<file path="src/rtl/sdram_cmd_ctrl.sv">
module sdram_cmd_ctrl #(
  parameter int ROW_W    = 12,
  parameter int COL_W    = 8,
  parameter int DQ_W     = 16,
  parameter int CL       = 2,
  parameter int INIT_CYC = 100,
  parameter int T_RCD    = 2,
  parameter int T_RP     = 2,
  parameter int T_RC     = 7,
  parameter int T_RDL    = 2,
  parameter int T_MRD    = 2
) (
  input  logic               clk,
  input  logic               rst_n,
  input  logic               req_valid,
  output logic               req_ready,
  input  logic               req_we,
  input  logic               req_ap,
  input  logic [1:0]         req_bank,
  input  logic [ROW_W-1:0]   req_row,
  input  logic [COL_W-1:0]   req_col,
  input  logic [DQ_W-1:0]    req_wdata,
  input  logic [DQ_W/8-1:0]  req_be,
  output logic               rsp_valid,
  output logic [DQ_W-1:0]    rsp_data,
  input  logic               ref_req,
  output logic               ref_ack,
  output logic               sd_cs_n,
  output logic               sd_ras_n,
  output logic               sd_cas_n,
  output logic               sd_we_n,
  output logic [1:0]         sd_ba,
  output logic [ROW_W-1:0]   sd_addr,
  output logic [DQ_W/8-1:0]  sd_dqm,
  output logic [DQ_W-1:0]    sd_dq_out,
  output logic               sd_dq_oe,
  input  logic [DQ_W-1:0]    sd_dq_in
);
  localparam int AW = ROW_W;
  localparam int BW = DQ_W / 8;
  localparam int TW = $clog2(INIT_CYC + T_RC + T_RP + T_RDL + CL + 8);
  localparam logic [AW-1:0] MODE_WORD = AW'(512 + CL * 16);
  localparam logic [AW-1:0] ALL_BANKS = AW'(1024);

  localparam logic [3:0] C_NOP = 4'b0111, C_ACT = 4'b0011, C_RD  = 4'b0101,
                         C_WR  = 4'b0100, C_PRE = 4'b0010, C_REF = 4'b0001,
                         C_MRS = 4'b0000;

  typedef enum logic [2:0] {S_PWR, S_IREF, S_IMRS, S_IDLE, S_ROW} st_t;

  st_t              st;
  logic [TW-1:0]    tmr, act_tmr;
  logic             init_ref2;
  logic [3:0]       cmd_q;
  logic [1:0]       ba_q;
  logic [AW-1:0]    a_q;
  logic             dq_oe_q;
  logic [DQ_W-1:0]  dq_out_q;
  logic [3:0]       row_vld;
  logic [ROW_W-1:0] open_row [4];
  logic [CL:0]      rd_pipe;
  logic             r_we, r_ap;
  logic [1:0]       r_bank;
  logic [ROW_W-1:0] r_row;
  logic [COL_W-1:0] r_col;
  logic [DQ_W-1:0]  r_wdata;
  logic [BW-1:0]    r_be;

  assign {sd_cs_n, sd_ras_n, sd_cas_n, sd_we_n} = cmd_q;
  assign sd_ba     = ba_q;
  assign sd_addr   = a_q;
  assign sd_dq_oe  = dq_oe_q;
  assign sd_dq_out = dq_out_q;
  assign sd_dqm    = (dq_oe_q || rd_pipe[CL-2]) ? ~r_be : '1;
  assign req_ready = (st == S_IDLE) && (tmr == '0) && !ref_req;

  wire hit = row_vld[r_bank] && (open_row[r_bank] == r_row);

  always_ff @(posedge clk) begin
    if (!rst_n) begin
      st <= S_PWR;
      tmr <= TW'(INIT_CYC);
      act_tmr <= '0;
      init_ref2 <= 1'b0;
      cmd_q <= C_NOP;
      ba_q <= '0;
      a_q <= '0;
      dq_oe_q <= 1'b0;
      dq_out_q <= '0;
      row_vld <= '0;
      for (int i = 0; i < 4; i++) open_row[i] <= '0;
      rd_pipe <= '0;
      rsp_valid <= 1'b0;
      rsp_data <= '0;
      ref_ack <= 1'b0;
      r_we <= 1'b0; r_ap <= 1'b0; r_bank <= '0; r_row <= '0;
      r_col <= '0; r_wdata <= '0; r_be <= '0;
    end else begin
      cmd_q <= C_NOP;
      dq_oe_q <= 1'b0;
      ref_ack <= 1'b0;
      rd_pipe <= {rd_pipe[CL-1:0], 1'b0};
      rsp_valid <= rd_pipe[CL];
      if (rd_pipe[CL]) rsp_data <= sd_dq_in;
      if (act_tmr != '0) act_tmr <= act_tmr - 1'b1;
      if (tmr != '0) tmr <= tmr - 1'b1;
      else begin
        case (st)
          S_PWR: begin
            cmd_q <= C_PRE; a_q <= ALL_BANKS;
            tmr <= TW'(T_RP - 1); st <= S_IREF;
          end
          S_IREF: begin
            cmd_q <= C_REF;
            tmr <= TW'(T_RC - 1); act_tmr <= TW'(T_RC - 1);
            init_ref2 <= 1'b1;
            if (init_ref2) st <= S_IMRS;
          end
          S_IMRS: begin
            cmd_q <= C_MRS; ba_q <= '0; a_q <= MODE_WORD;
            tmr <= TW'(T_MRD - 1); st <= S_IDLE;
          end
          S_IDLE: begin
            if (ref_req) begin
              if (|row_vld) begin
                cmd_q <= C_PRE; a_q <= ALL_BANKS;
                row_vld <= '0; tmr <= TW'(T_RP - 1);
              end else if (act_tmr == '0) begin
                cmd_q <= C_REF; ref_ack <= 1'b1;
                tmr <= TW'(T_RC - 1); act_tmr <= TW'(T_RC - 1);
              end
            end else if (req_valid) begin
              r_we <= req_we; r_ap <= req_ap; r_bank <= req_bank;
              r_row <= req_row; r_col <= req_col;
              r_wdata <= req_wdata; r_be <= req_be;
              st <= S_ROW;
            end
          end
          S_ROW: begin
            ba_q <= r_bank;
            if (hit) begin
              cmd_q <= r_we ? C_WR : C_RD;
              a_q <= AW'(r_col);
              a_q[10] <= r_ap;
              if (r_we) begin
                dq_oe_q <= 1'b1; dq_out_q <= r_wdata;
              end else begin
                rd_pipe <= {rd_pipe[CL-1:0], 1'b1};
              end
              tmr <= (r_we ? TW'(T_RDL - 1) : TW'(CL + 1)) + (r_ap ? TW'(T_RP) : TW'(0));
              if (r_ap) row_vld[r_bank] <= 1'b0;
              st <= S_IDLE;
            end else if (row_vld[r_bank]) begin
              cmd_q <= C_PRE; a_q <= '0;
              row_vld[r_bank] <= 1'b0; tmr <= TW'(T_RP - 1);
            end else if (act_tmr == '0) begin
              cmd_q <= C_ACT; a_q <= r_row;
              row_vld[r_bank] <= 1'b1; open_row[r_bank] <= r_row;
              tmr <= TW'(T_RCD - 1); act_tmr <= TW'(T_RC - 1);
            end
          end
          default: st <= S_IDLE;
        endcase
      end
    end
  end

  assert_pre_after_wr_R9: assert property (@(posedge clk) disable iff (!rst_n)
    (cmd_q == C_PRE) |-> ($past(cmd_q) != C_WR));

  assert_wr_after_rd_R10: assert property (@(posedge clk) disable iff (!rst_n)
    (cmd_q == C_WR) |-> (rd_pipe == '0 && !rsp_valid));

  assert_idle_for_ref_R11: assert property (@(posedge clk) disable iff (!rst_n)
    (cmd_q == C_MRS || cmd_q == C_REF) |-> (row_vld == '0));

  assert_ack_on_ref_R11: assert property (@(posedge clk) disable iff (!rst_n)
    ref_ack |-> (cmd_q == C_REF));

  assert_col_bank_state_R8: assert property (@(posedge clk) disable iff (!rst_n)
    (cmd_q == C_RD || cmd_q == C_WR) |-> (row_vld[ba_q] == !a_q[10]));

  assert_act_marks_open_R12: assert property (@(posedge clk) disable iff (!rst_n)
    (cmd_q == C_ACT) |-> (row_vld[ba_q] && open_row[ba_q] == a_q));
endmodule

</file>
<file path="config.mk">
export PLATFORM = sky130hd
export DESIGN_NAME = sdram_cmd_ctrl
export DESIGN_NICKNAME = d
export VERILOG_FILES = /design/src/rtl/sdram_cmd_ctrl.sv
export SDC_FILE = /design/constraint.sdc
export NUM_CORES = 1
export LEC_CHECK = 0
export BUFFER_PORTS_ARGS = -buffer_cell sky130_fd_sc_hd__clkbuf_2
export CAP_MARGIN = 20
export CORE_ASPECT_RATIO = 1.4
export CORE_MARGIN = 8
export CORE_UTILIZATION = 35
export DETAILED_ROUTE_END_ITERATION = 10
export PLACE_DENSITY = 0.52
export SLEW_MARGIN = 5
export SYNTH_ARGS = -nofsm -noshare
export SYNTH_HDL_FRONTEND = slang
export SYNTH_SLANG_ARGS = --single-unit
</file>
<file path="constraint.sdc">
create_clock -name clk -period 4.35 [get_ports clk]
set_clock_uncertainty 0.2 [all_clocks]
set_input_delay 0.87 -clock clk [delete_from_list [all_inputs] [get_ports clk]]
set_output_delay 0.87 -clock clk [all_outputs]
set_load 0.02 [all_outputs]
</file>
# [Word-level counts from Yosys, hierarchy flattened]
# Memory sizes are Yosys's and may differ from the RTL's. A register that Yosys moved wholly into a read port is not among the register bits.
# Cells that the tools add are included.
[totals] elab_cells=148 in_bits=62 out_inout_bits=56 mem_count=1 mem_bits_rw=48 reg_bits=120
[op_classes] add_sub_neg=3 bitwise=10 n_lt_le_gt_ge=2 reduce_logical=29 n_eq_ne=16 n_mux=65
[mem_list] memory="open_row" words=4 word_bits=12 read_ports=1 rd_ports_with_merged_regs=1 wr=4 line="60" text="logic [ROW_W-1:0] open_row [4];"
[op_table] cell="$mux W7" n=14
[op_table] cell="$mux W12" n=6
[op_table] cell="$pmux W12 S4" n=1
[op_table] cell="$mux W3" n=10
[op_table] cell="$pmux W7 S4" n=1
[op_table] cell="$mux W4" n=6
[op_table] cell="$pmux W7 S3" n=1
[op_table] cell="$pmux W3 S5" n=1
[op_table] cell="$logic_not A7 Y1" n=2
[op_table] cell="$mux W1" n=14
[op_table] cell="$reduce_bool A7 Y1" n=2
[op_table] cell="$sub A7 B1 Y7 const B" n=2
[op_table] cell="$eq A12 B12 Y1" n=1
[op_table] cell="$mux W2" n=6
[op_table] cell="$pmux W3 S4" n=1
[op_table] cell="$reduce_and A4 Y1" n=3
[op_table] cell="$reduce_or A12 Y1" n=1
[op_table] cell="$ne A2 B2 Y1 const B" n=5
[op_table] cell="$reduce_and A5 Y1" n=2
[op_table] cell="$pmux W4 S2" n=1
[op_table] cell="$reduce_or A4 Y1" n=2
[op_table] cell="$reduce_or A8 Y1" n=1
[op_table] cell="$eq A3 B2 Y1 const B" n=2
[op_table] cell="$not A1 Y1" n=6
[op_table] cell="other kinds (28)" n=34

# [Longest topological paths before layout]
[depth] depth_word=10 ltp_mapped=11 ltp_nobuf=9

# [Least setup slack after synthesis]
# OpenSTA, ideal clock, no wires.
[synth_timing] kind="reg-to-reg" start="register act_tmr[0]" end="memory open_row[3][0] (enable)" arrival_ns=2.713 required_time_ns=3.750 path_buffers=1 path_stages_with_launch=8 setup_time_ns=0.400 slack_ns=1.037 cell_sequence="dfxtp_1 -> inv_1 -> ha_1 -> or3b_1 -> or4_1 -> buf_2 -> nand2b_1 -> o31ai_1"
[synth_lines] item="start, declared" line="52" text="logic [TW-1:0] tmr, act_tmr;"
[synth_lines] item="start signal, assigned" line="105" text="if (act_tmr != '0) act_tmr <= act_tmr - 1'b1;"
[synth_lines] item="start signal, assigned" line="115" text="tmr <= TW'(T_RC - 1); act_tmr <= TW'(T_RC - 1);"
[synth_lines] item="start signal, assigned" line="130" text="tmr <= TW'(T_RC - 1); act_tmr <= TW'(T_RC - 1);"
[synth_lines] item="end, declared" line="60"

# [Final worst setup path]
[layout_timing] start="register tmr[0]" end="output req_ready"
[layout_via] elab_chain_cells=3
[layout_rtl] item="start, declared" line="52"
[layout_rtl] item="start signal, assigned" line="82" text="tmr <= TW'(INIT_CYC);"
[layout_rtl] item="start signal, assigned" line="106" text="if (tmr != '0) tmr <= tmr - 1'b1;"
[layout_rtl] item="start signal, assigned" line="115"
[layout_rtl] item="$logic_not A7 Y1" line="75" text="assign req_ready = (st == S_IDLE) && (tmr == '0) && !ref_req;"
[layout_rtl] item="$logic_and A1 B1 Y1 (2 in a row)" line="75"
[layout_rtl] item="end, declared" line="16" text="output logic req_ready,"
# Every way passes these cells.

==> reports/metrics.yaml <==
status:
  status: "completed"
synthesis:
  synth.distinct_cells: 63
  synth_compound_area_share_pct: 10.5
  async_flop_share_pct: 0
  netlist_instances: 699
  synth_warnings: 0
  syn_nets: 765
  synth-xor-area-share_pct: 2.47
  synth-edff-count: 48
  synth-seq-cells: 169
  yosys.area_share.adder_pct: 0.711
  yosysSeqAreaShare_pct: 54.9
  avgSynthCellArea_um2: 10.1
  synth_top_family_by_area: "simple AND/OR/NAND/NOR gates"
  synthMuxAreaShare_pct: 8.82
  netlist_area_um2: 7040
  synthFlopType: "dfxtp_1"
  synthSimpleGateAreaFrac_pct: 18.7
global_route:
  grt_pass1_vias: 5724
  grtUsageTotal_pct: 15.6
  globalRoute.totalOverflow: 0
  grt_max_degree: 65
  grt_pass1_wl_um: 30200
  antenna_found_initial: 0
floorplanning:
  die_area_um2: 25000
  start_util_pct: 35.6
  core_um2: 19800
  rows: 61
  die-height_um: 184
  io_pins: 118
  fp.dieW_um: 136
cells_and_area:
  layout_common_cells: "nand2_1, dfxtp_1, clkbuf_2"
  final_nets: 869
  area.growth.synth_to_final_pct: 19.8
  stdcell_area_um2: 8430
  layout_commonest_cell: "nand2_1"
  antenna_cells: 0
  post_route_cells_drive_above_1_share_pct: 23.2
clock_network:
  cts_resized: 0
  worstSkewPairLatency_ns: 0.43
  cts_hold_buf: 0
  clk_path_buf_depth: 2
  cts_root_buf: "clkbuf_16"
  cts_tree: "yes"
  numCtsBuffers: 17
  htree_levels: 4
  cts.sinks: 169
  cts.clk_slew.worst_paths_ns: 0.07
  postCtsSetupRepairBufs: 0
sta:
  slew_violations: 0
  fin_crit_sh_pct: 88.5
  tns_ns: 0
  max_freq_mhz: 260
  hold_violations: 0
  setup_violations: 0
  max-slew-margin-rel_pct: 36.3
  period_minus_slack_ns: 3.85
  worst_pin_slew_ns: 0.954
  rsz0062_at_grt: "false"
route:
  avgRoutedWirePerCell_um: 18.0
  num_vias: 5426
  ant_nets: 0
  first_pass_iters: 4
  dr.first_iter.drc_count: 305
  wirelength_um: 19200
  viasPerCell: 5.08
  drc: 0
min_path:
  hold_class: "register to register"
flow_run:
  maxCapViolations: 0
setup_path:
  critical_path.max_fanout: 11
  required_ns: 3.28
  endpoint_kind: "primary output"
  crit_type: "register to primary output"
  arrival_ns: 2.78
  ff2ff_setup_slack_ns: 0.88
  start_kind: "register"
power_and_ir_drop:
  pwr-share-comb_pct: 8.3
  power_leakage_uw: 0.00344
  vdd_ir_drop_max_uv: 252
  power_density_nw_per_um2: 416
  p_int_uw: 2650
  pwr-share-clk_pct: 43.2
  p_sw_uw: 856
  p_sw_share_pct: 24.4
  pwr-share-seq_pct: 48.5
placed_design:
  numPortBuffers: 116
  place_area_um2: 7840
  finalWeightedCongestion: 0.852
  dp_hpwl_um: 14000
[registers in the layout, summed over array words and instances (netlist names), 7 cells and up, named ones only]
name,cells
act_tmr,7
sd_dq_out,16
r_wdata,16
r_col,8
tmr,7
open_row,48
r_row,12
rsp_data,16
sd_addr,12
[critical path: stages, from the launching register on]
cell and delay [ns]:
dfxtp_1 0.33, inv_1 0.06, ha_1 0.17, or3b_1 0.39, or3_1 0.37, or2_1 0.40
nor3_1 0.38, clkbuf_2 0.24
[layout make-up]
class | instances | area [um2]
sequential | 169 | 3860
timing repair buffer | 130 | 686
tap | 252 | 315
clock inverter | 15 | 166
multi-input combinational | 465 | 2900
inverter | 20 | 75.1
fill | 1920 | 11300
clock buffer | 17 | 425
[power groups by stage]
| stage | clock [uW] | combinational, uW | sequential (uW) |
|---|---|---|---|
| floorplan | 0 | 220 | 1720 |
| global placement | 0 | 284 | 1730 |
| detailed placement | 0 | 292 | 1730 |
| CTS | 1550 | 294 | 1700 |
| global route | 1610 | 328 | 1700 |
| finish | 1510 | 292 | 1700 |
[cells by family after synthesis]
family | after synthesis
AOI/OAI and AO/OA | 114
xor gates and xnor gates | 19
adders and majority gates | 4
buffers and inverters | 65
DFF | 169
muxes | 45
other | 1
and+or+nand+nor | 282
[cells in the mapped netlist, types with 8 or more instances]
library cell  instances  area share, %
and3_1               13            1.2
nand2_1             123            6.6
nand3_1              12           0.85
clkbuf_1             31            1.7
xnor2_1              13            1.6
a21oi_1              49            3.5
nor3_1               10           0.71
buf_2                 8           0.57
o21ai_0              13           0.92
edfxtp_1             48             20
inv_1                20            1.1
mux2i_1              32            4.6
nor2_1               78            4.2
a21o_1                8           0.85
dfxtp_1             121             34
mux4_2               11            3.5
[layer usage]
metal	vias to the layer above	wire length, um	global-route usage, %
met1	2578	7400	16.6
met4	0	522	7.26
li1	2652	-	-
met5	-	0	0
met2	161	10100	27.7
met3	35	1190	4.54
[per-stage QoR]
stage / utilization, % / power (uW) / hold slack [ns] / setup slack [ns] / cells
after detailed placement: 39.7 / 2030 / 0.244 / 0.856 / 1036
after CTS: 42.7 / 3540 / 0.256 / 0.476 / 1068
after global routing: 42.7 / 3640 / 0.271 / 0.290 / 1068
after global placement: 39.7 / 2020 / 0.237 / 0.896 / 1036
final: 42.7 / 3500 / 0.252 / 0.502 / 1068
after floorplan: - / 1940 / 0.212 / 1.04 / 699
[path summary, 6_finish.rpt]
kind              start         end  cells past startpoint
max              tmr[0]   req_ready                      7
min          r_wdata[6]  r_wdata[6]                      2
max reg2reg    register  row_vld[2]                      7
min reg2reg  r_wdata[6]  r_wdata[6]                      2
No activity file was read; power rests on OpenSTA's default activity.
